<file path="src/rtl/pif_pkg.sv">
package pif_pkg;

  typedef enum logic [1:0] {
    SENSE_LOW  = 2'b00,
    SENSE_ANY  = 2'b01,
    SENSE_FALL = 2'b10,
    SENSE_RISE = 2'b11
  } senseMode_e;

  typedef struct packed {
    logic extSet;
    logic extClr;
    logic pcSet;
    logic pcClr;
    logic maskWr;
    logic levelMode;
  } pifStrobes_t;

  localparam logic ADDR_FLAGS = 1'b0;
  localparam logic ADDR_MASK  = 1'b1;
  localparam int   EXT_BIT    = 0;
  localparam int   PC_BIT     = 1;

endpackage

</file>
<file path="src/rtl/pif_datapath.sv">
module pif_datapath
  import pif_pkg::*;
#(
  parameter int PIN_COUNT   = 6,
  parameter int SYNC_STAGES = 2
) (
  input  logic                 clk,
  input  logic                 rstN,
  input  logic                 extPinAsync,
  input  logic [PIN_COUNT-1:0] gpPinAsync,
  input  pifStrobes_t          strb,
  input  logic [PIN_COUNT-1:0] maskData,
  output logic                 extCur,
  output logic                 extPrev,
  output logic [PIN_COUNT-1:0] gpCur,
  output logic [PIN_COUNT-1:0] gpPrev,
  output logic [PIN_COUNT-1:0] maskQ,
  output logic                 extFlag,
  output logic                 pcFlag
);

  localparam int LANES = PIN_COUNT + 1;

  // Synchronizer chain: the external pin sits in the top lane.
  logic [LANES-1:0] syncStage [SYNC_STAGES];
  logic [LANES-1:0] prevQ;

  for (genvar s = 0; s < SYNC_STAGES; s++) begin : gSync
    if (s == 0) begin : gFirst
      always_ff @(posedge clk or negedge rstN) begin
        if (!rstN) syncStage[s] <= '0;
        else       syncStage[s] <= {extPinAsync, gpPinAsync};
      end
    end else begin : gNext
      always_ff @(posedge clk or negedge rstN) begin
        if (!rstN) syncStage[s] <= '0;
        else       syncStage[s] <= syncStage[s-1];
      end
    end
  end

  always_ff @(posedge clk or negedge rstN) begin
    if (!rstN) prevQ <= '0;
    else       prevQ <= syncStage[SYNC_STAGES-1];
  end

  assign extCur  = syncStage[SYNC_STAGES-1][PIN_COUNT];
  assign gpCur   = syncStage[SYNC_STAGES-1][PIN_COUNT-1:0];
  assign extPrev = prevQ[PIN_COUNT];
  assign gpPrev  = prevQ[PIN_COUNT-1:0];

  // Mask register: all pins enabled out of reset.
  always_ff @(posedge clk or negedge rstN) begin
    if (!rstN)            maskQ <= '1;
    else if (strb.maskWr) maskQ <= maskData;
  end

  // Flags: a set beats a clear; level mode holds the external flag low.
  always_ff @(posedge clk or negedge rstN) begin
    if (!rstN) begin
      extFlag <= 1'b0;
      pcFlag  <= 1'b0;
    end else begin
      if (strb.levelMode)   extFlag <= 1'b0;
      else if (strb.extSet) extFlag <= 1'b1;
      else if (strb.extClr) extFlag <= 1'b0;

      if (strb.pcSet)       pcFlag <= 1'b1;
      else if (strb.pcClr)  pcFlag <= 1'b0;
    end
  end


  level_holds_zero_chk: assert property (@(posedge clk) disable iff (!rstN)
    strb.levelMode |=> !extFlag);


  pc_set_wins_chk: assert property (@(posedge clk) disable iff (!rstN)
    strb.pcSet |=> pcFlag);


  ext_set_wins_chk: assert property (@(posedge clk) disable iff (!rstN)
    (strb.extSet && !strb.levelMode) |=> extFlag);


  pc_clear_chk: assert property (@(posedge clk) disable iff (!rstN)
    (strb.pcClr && !strb.pcSet) |=> !pcFlag);


  mask_hold_chk: assert property (@(posedge clk) disable iff (!rstN)
    !strb.maskWr |=> $stable(maskQ));

endmodule

</file>
<file path="src/rtl/pif_ctrl.sv">
module pif_ctrl
  import pif_pkg::*;
#(
  parameter int PIN_COUNT = 6
) (
  input  logic                 extCur,
  input  logic                 extPrev,
  input  logic [PIN_COUNT-1:0] gpCur,
  input  logic [PIN_COUNT-1:0] gpPrev,
  input  logic [PIN_COUNT-1:0] maskQ,
  input  logic [1:0]           senseMode,
  input  logic                 wrEn,
  input  logic                 wrAddr,
  input  logic [1:0]           clrBits,
  input  logic                 ackExt,
  input  logic                 ackPc,
  output pifStrobes_t          strb
);

  logic extRise, extFall, extEvent, flagWr;

  assign extRise = extCur & ~extPrev;
  assign extFall = ~extCur & extPrev;

  always_comb begin
    unique case (senseMode_e'(senseMode))
      SENSE_ANY:  extEvent = extRise | extFall;
      SENSE_FALL: extEvent = extFall;
      SENSE_RISE: extEvent = extRise;
      default:    extEvent = 1'b0;
    endcase
  end

  assign flagWr = wrEn && (wrAddr == ADDR_FLAGS);

  always_comb begin
    strb.levelMode = (senseMode_e'(senseMode) == SENSE_LOW);
    strb.extSet    = extEvent;
    strb.extClr    = ackExt | (flagWr & clrBits[EXT_BIT]);
    strb.pcSet     = |((gpCur ^ gpPrev) & maskQ);
    strb.pcClr     = ackPc | (flagWr & clrBits[PC_BIT]);
    strb.maskWr    = wrEn && (wrAddr == ADDR_MASK);
  end

endmodule

</file>
<file path="src/rtl/pin_irq_flags.sv">
module pin_irq_flags
  import pif_pkg::*;
#(
  parameter int PIN_COUNT   = 6,
  parameter int SYNC_STAGES = 2,
  parameter int DATA_W      = 8
) (
  input  logic                 clk,
  input  logic                 rstN,
  input  logic                 extPinAsync,
  input  logic [PIN_COUNT-1:0] gpPinAsync,
  input  logic [1:0]           senseMode,
  input  logic                 extEnable,
  input  logic                 pcEnable,
  input  logic                 globalEnable,
  input  logic                 wrEn,
  input  logic                 wrAddr,
  input  logic [DATA_W-1:0]    wrData,
  input  logic                 ackExt,
  input  logic                 ackPc,
  output logic                 extFlag,
  output logic                 pcFlag,
  output logic                 extIrq,
  output logic                 pcIrq,
  output logic [DATA_W-1:0]    maskRead
);

  localparam int PAD_W = DATA_W - PIN_COUNT;

  pifStrobes_t          strb;
  logic                 extCur, extPrev;
  logic [PIN_COUNT-1:0] gpCur, gpPrev, maskQ;

  pif_ctrl #(.PIN_COUNT(PIN_COUNT)) u_ctrl (
    .extCur    (extCur),
    .extPrev   (extPrev),
    .gpCur     (gpCur),
    .gpPrev    (gpPrev),
    .maskQ     (maskQ),
    .senseMode (senseMode),
    .wrEn      (wrEn),
    .wrAddr    (wrAddr),
    .clrBits   (wrData[1:0]),
    .ackExt    (ackExt),
    .ackPc     (ackPc),
    .strb      (strb)
  );

  pif_datapath #(.PIN_COUNT(PIN_COUNT), .SYNC_STAGES(SYNC_STAGES)) u_dp (
    .clk         (clk),
    .rstN        (rstN),
    .extPinAsync (extPinAsync),
    .gpPinAsync  (gpPinAsync),
    .strb        (strb),
    .maskData    (wrData[PIN_COUNT-1:0]),
    .extCur      (extCur),
    .extPrev     (extPrev),
    .gpCur       (gpCur),
    .gpPrev      (gpPrev),
    .maskQ       (maskQ),
    .extFlag     (extFlag),
    .pcFlag      (pcFlag)
  );

  if (PAD_W > 0) begin : gPad
    logic unusedWrBits;
    assign unusedWrBits = ^wrData[DATA_W-1:PIN_COUNT];
    assign maskRead = {{PAD_W{1'b0}}, maskQ};
  end else begin : gNoPad
    assign maskRead = maskQ[DATA_W-1:0];
  end

  assign extIrq = globalEnable & extEnable & (strb.levelMode ? ~extCur : extFlag);
  assign pcIrq  = globalEnable & pcEnable & pcFlag;


  pc_irq_gate_chk: assert property (@(posedge clk) disable iff (!rstN)
    pcIrq |-> (globalEnable && pcEnable && pcFlag));


  ext_irq_gate_chk: assert property (@(posedge clk) disable iff (!rstN)
    extIrq |-> (globalEnable && extEnable));

endmodule

</file>
<file path="config.mk">
export PLATFORM = sky130hd
export DESIGN_NAME = pin_irq_flags
export DESIGN_NICKNAME = d
export VERILOG_FILES = /design/src/rtl/pif_pkg.sv /design/src/rtl/pif_datapath.sv /design/src/rtl/pif_ctrl.sv /design/src/rtl/pin_irq_flags.sv
export SDC_FILE = /design/constraint.sdc
export NUM_CORES = 1
export LEC_CHECK = 0
export BUFFER_PORTS_ARGS = -buffer_cell sky130_fd_sc_hd__buf_2
export CORE_ASPECT_RATIO = 0.9
export CORE_MARGIN = 4
export CORE_UTILIZATION = 47
export DETAILED_ROUTE_END_ITERATION = 8
export PLACE_DENSITY = 0.79
export SYNTH_ARGS = -nofsm -noshare
export SYNTH_HDL_FRONTEND = slang
export SYNTH_SLANG_ARGS = --single-unit
</file>
<file path="constraint.sdc">
create_clock -name clk -period 1.6 [get_ports clk]
set_input_delay 0.16 -clock clk [delete_from_list [all_inputs] [get_ports clk]]
set_output_delay 0.16 -clock clk [all_outputs]
set_load 0.05 [all_outputs]
</file>
==> results.toml <==
[status]
run_status = "completed"

[global_routing]
grt_use_total_pct = 13.9
grt_antenna_before_repair = 0
number_of_global_route_vias_before_repair = 672
groute.layer.met2.usage_pct = 22.1
gr_overflow_total = 0
largest_net_degree_at_the_start_of_global_routing = 30
global_route_wire_length_before_repair_um = 3020
use_met3_pct = 5.67
globalRoute.busiestLayer = "met2"
use_met1_pct = 16.3

[worst_setup_path]
reg2reg_to = "u_dp.extFlag"
r2r_setup_slack_ns = 0.24
critical_path.reg2reg.startpoint = "u_dp.extCur"
cp_data_arrival_time_ns = 1.24
criticalPathCategory = "flip-flop to output port"
worst_ep_required_time_ns = 1.44
crit_path_start_kind = "flip-flop"
timing.reg2reg.worst_path_depth = 4
setup.worst_path.end = "extIrq"
worstSetupStartpoint = "u_dp.extCur"
critical_path.endpoint_type = "output port"
crit_fanout = 4

[final_layout]
finish.net_count = 140
final_common_cell = "sky130_fd_sc_hd__buf_2"
flow.area_growth_from_synthesis_pct = 31.8
finish.utilization_pct = 68.0
post_route_cells_drive_above_1_share_pct = 46.0
diodes = 0
stdcell_area_um2 = 1350
commonest_cells_after_routing_fill_and_taps_aside = "sky130_fd_sc_hd__buf_2, sky130_fd_sc_hd__dfrtp_1, sky130_fd_sc_hd__dlygate4sd3_1"

[clock_network]
cts_resized = 0
tritoncts = "yes"
htree_num_levels = 2
insertion_delay_ns = 0.30
clock_tree.root_cell = "sky130_fd_sc_hd__clkbuf_4"
clk_transition_reported_paths_ns = 0.08
cts.sink_count = 29
numCtsBuffers = 5
max-clock-path-buffers = 2

[floorplanning]
floorplan.die.width_um = 57.3
die_h_um = 52.3
floorplan.core_area_um2 = 1990
initial_core_util_pct = 51.6
design.portCount = 38
floorplan.die_area_um2 = 3000
placement_rows = 15

[yosys]
synth.ff_latch_count = 29
post_synth_num_cell_types = 22
synth.largest_area_cell = "sky130_fd_sc_hd__dfrtp_1"
yosysTopAreaCellShare_pct = 56.1
synth.yosys.warnings = 0
synthCells = 65
synthesis.area_um2 = 1030
yosys-top-cells-area = "sky130_fd_sc_hd__dfrtp_1, sky130_fd_sc_hd__dfstp_2, sky130_fd_sc_hd__mux2_2, sky130_fd_sc_hd__xor2_1, sky130_fd_sc_hd__ha_1"
syn_area_per_cell_um2 = 15.8
seq_area_frac_synth_pct = 71.5

[sta]
grt_setup_unrepaired = "false"
final_max_slew_viol_count = 0
max-slew-margin-rel_pct = 60.0
final_hold_viol_count = 0
clock-skew-final_ns = 0.00635
maxClockFrequency_mhz = 712
ratio_of_final_minimum_period_to_clock_period_pct = 87.7
timing_worst_slew_pin_value_ns = 0.600
period_minus_slack_ns = 1.40
setup_ws_ns = 0.196
totalNegativeSetupSlack_ns = 0
setup_violations = 0

[placed_design]
total_cell_area_at_the_placement_stage_um2 = 1220
dpl_worst_slack_ns = 0.237
place.gp.congestion = 0.714
portBuffers = 33

[power]
report.power.total_w = 0.00152
peakVddDrop_mv = 0.765
cellLeakagePower_nw = 0.658
pwr_density_cell_nw_per_um2 = 1130

[detailed_routing]
routed_wirelength_um = 1680
wl_per_cell_um = 12.2
detail_route.drc_violations = 0
drt_via_density = 4.66
routed-via-count = 643
drtAntennaViolNets = 0
drtPass1Iterations = 4
drt_iter0_markers = 27

[worst_hold_path]
hold-path-cell-count = 2
timing.hold.worst.class = "input pin to flip-flop"

[flow_run]
cap_viol_max_count = 0
==> worst min path at each step <==
| stage | startpoint | to | slack (ns) |
|---|---|---|---|
| after floorplan | rstN | u_dp.extCur | -0.14 |
| after global placement | rstN | u_dp.syncStage[11] | 0.19 |
| after detailed placement | rstN | u_dp.syncStage[9] | 0.20 |
| after CTS | wrData[5] | u_dp.maskQ[5] | 0.07 |
| after global routing | wrData[5] | u_dp.maskQ[5] | 0.07 |
| final | wrData[5] | u_dp.maskQ[5] | 0.09 |
==> per-layer routing <==
metal | wire length, um | vias to the layer above
li1 | - | 312
met1 | 668 | 300
met2 | 844 | 26
met3 | 143 | 5
met4 | 26 | 0
met5 | 0 | -
==> report_power, final <==
group	switching, W	internal [W]
Clock	0.000208	0.000175
Sequential	0.0000349	0.000806
Combinational	0.000197	0.000103
Total	0.000440	0.00108
==> flip-flops by register name (all words and copies together), names as in the netlist <==
signal / count
u_dp.prevQ: 7
u_dp.syncStage: 7
u_dp.gpCur: 6
u_dp.maskQ: 6
u_dp.extCur: 1
u_dp.extFlag: 1
u_dp.pcFlag: 1
==> synth_stat cells <==
master,count
sky130_fd_sc_hd__nor2_1,2
sky130_fd_sc_hd__inv_1,2
sky130_fd_sc_hd__a222oi_1,1
sky130_fd_sc_hd__conb_1,1
sky130_fd_sc_hd__nand3_1,1
sky130_fd_sc_hd__dfstp_2,6
sky130_fd_sc_hd__xor2_1,6
sky130_fd_sc_hd__and3_1,1
sky130_fd_sc_hd__nor2b_1,1
sky130_fd_sc_hd__a211oi_1,1
sky130_fd_sc_hd__mux2_2,6
sky130_fd_sc_hd__buf_4,2
sky130_fd_sc_hd__nand3b_1,1
sky130_fd_sc_hd__a22oi_1,2
sky130_fd_sc_hd__mux2_4,1
sky130_fd_sc_hd__a211o_1,1
sky130_fd_sc_hd__and3b_1,1
sky130_fd_sc_hd__nand2_1,2
sky130_fd_sc_hd__dfrtp_1,23
sky130_fd_sc_hd__nor3b_1,1
sky130_fd_sc_hd__ha_1,2
sky130_fd_sc_hd__nor4b_1,1
==> area by class of cell <==
class | count | area [um^2]
sequential | 29 | 733
fill | 146 | 637
multi-input combinational | 33 | 287
timing repair buffer | 41 | 245
clock buffer | 8 | 48.8
tap | 25 | 31.3
inverter | 2 | 7.51
==> stage by stage <==
| stage | cells | hold WS, ns |
|---|---|---|
| final | 138 | 0.0873 |
| after global routing | 138 | 0.0731 |
| after CTS | 138 | 0.0697 |
| after detailed placement | 122 | 0.201 |
| after global placement | 122 | 0.192 |
| after floorplan | 66 | -0.136 |
==> worst max-delay path: stages (launching register included) <==
cell and delay (ns):
sky130_fd_sc_hd__dfrtp_1 0.45, sky130_fd_sc_hd__a211oi_4 0.21, sky130_fd_sc_hd__buf_2 0.29
==> cell families after synthesis <==
group | share of synthesized area, %
flip-flops | 71.5
adder cells (fa/ha/maj) | 2.44
other | 0.366
multiplexers | 8.05
AND/OR/NAND/NOR | 6.34
XOR/XNOR | 5.12
AO/OA/AOI/OAI | 4.02
buffers and inverters | 2.19
==> repair_timing <==
action,4_1_cts,5_1_grt
hold buffers,8,0
endpoints found under the hold margin,30,0
setup buffers,0,0
(Power assumes the default switching activity.)
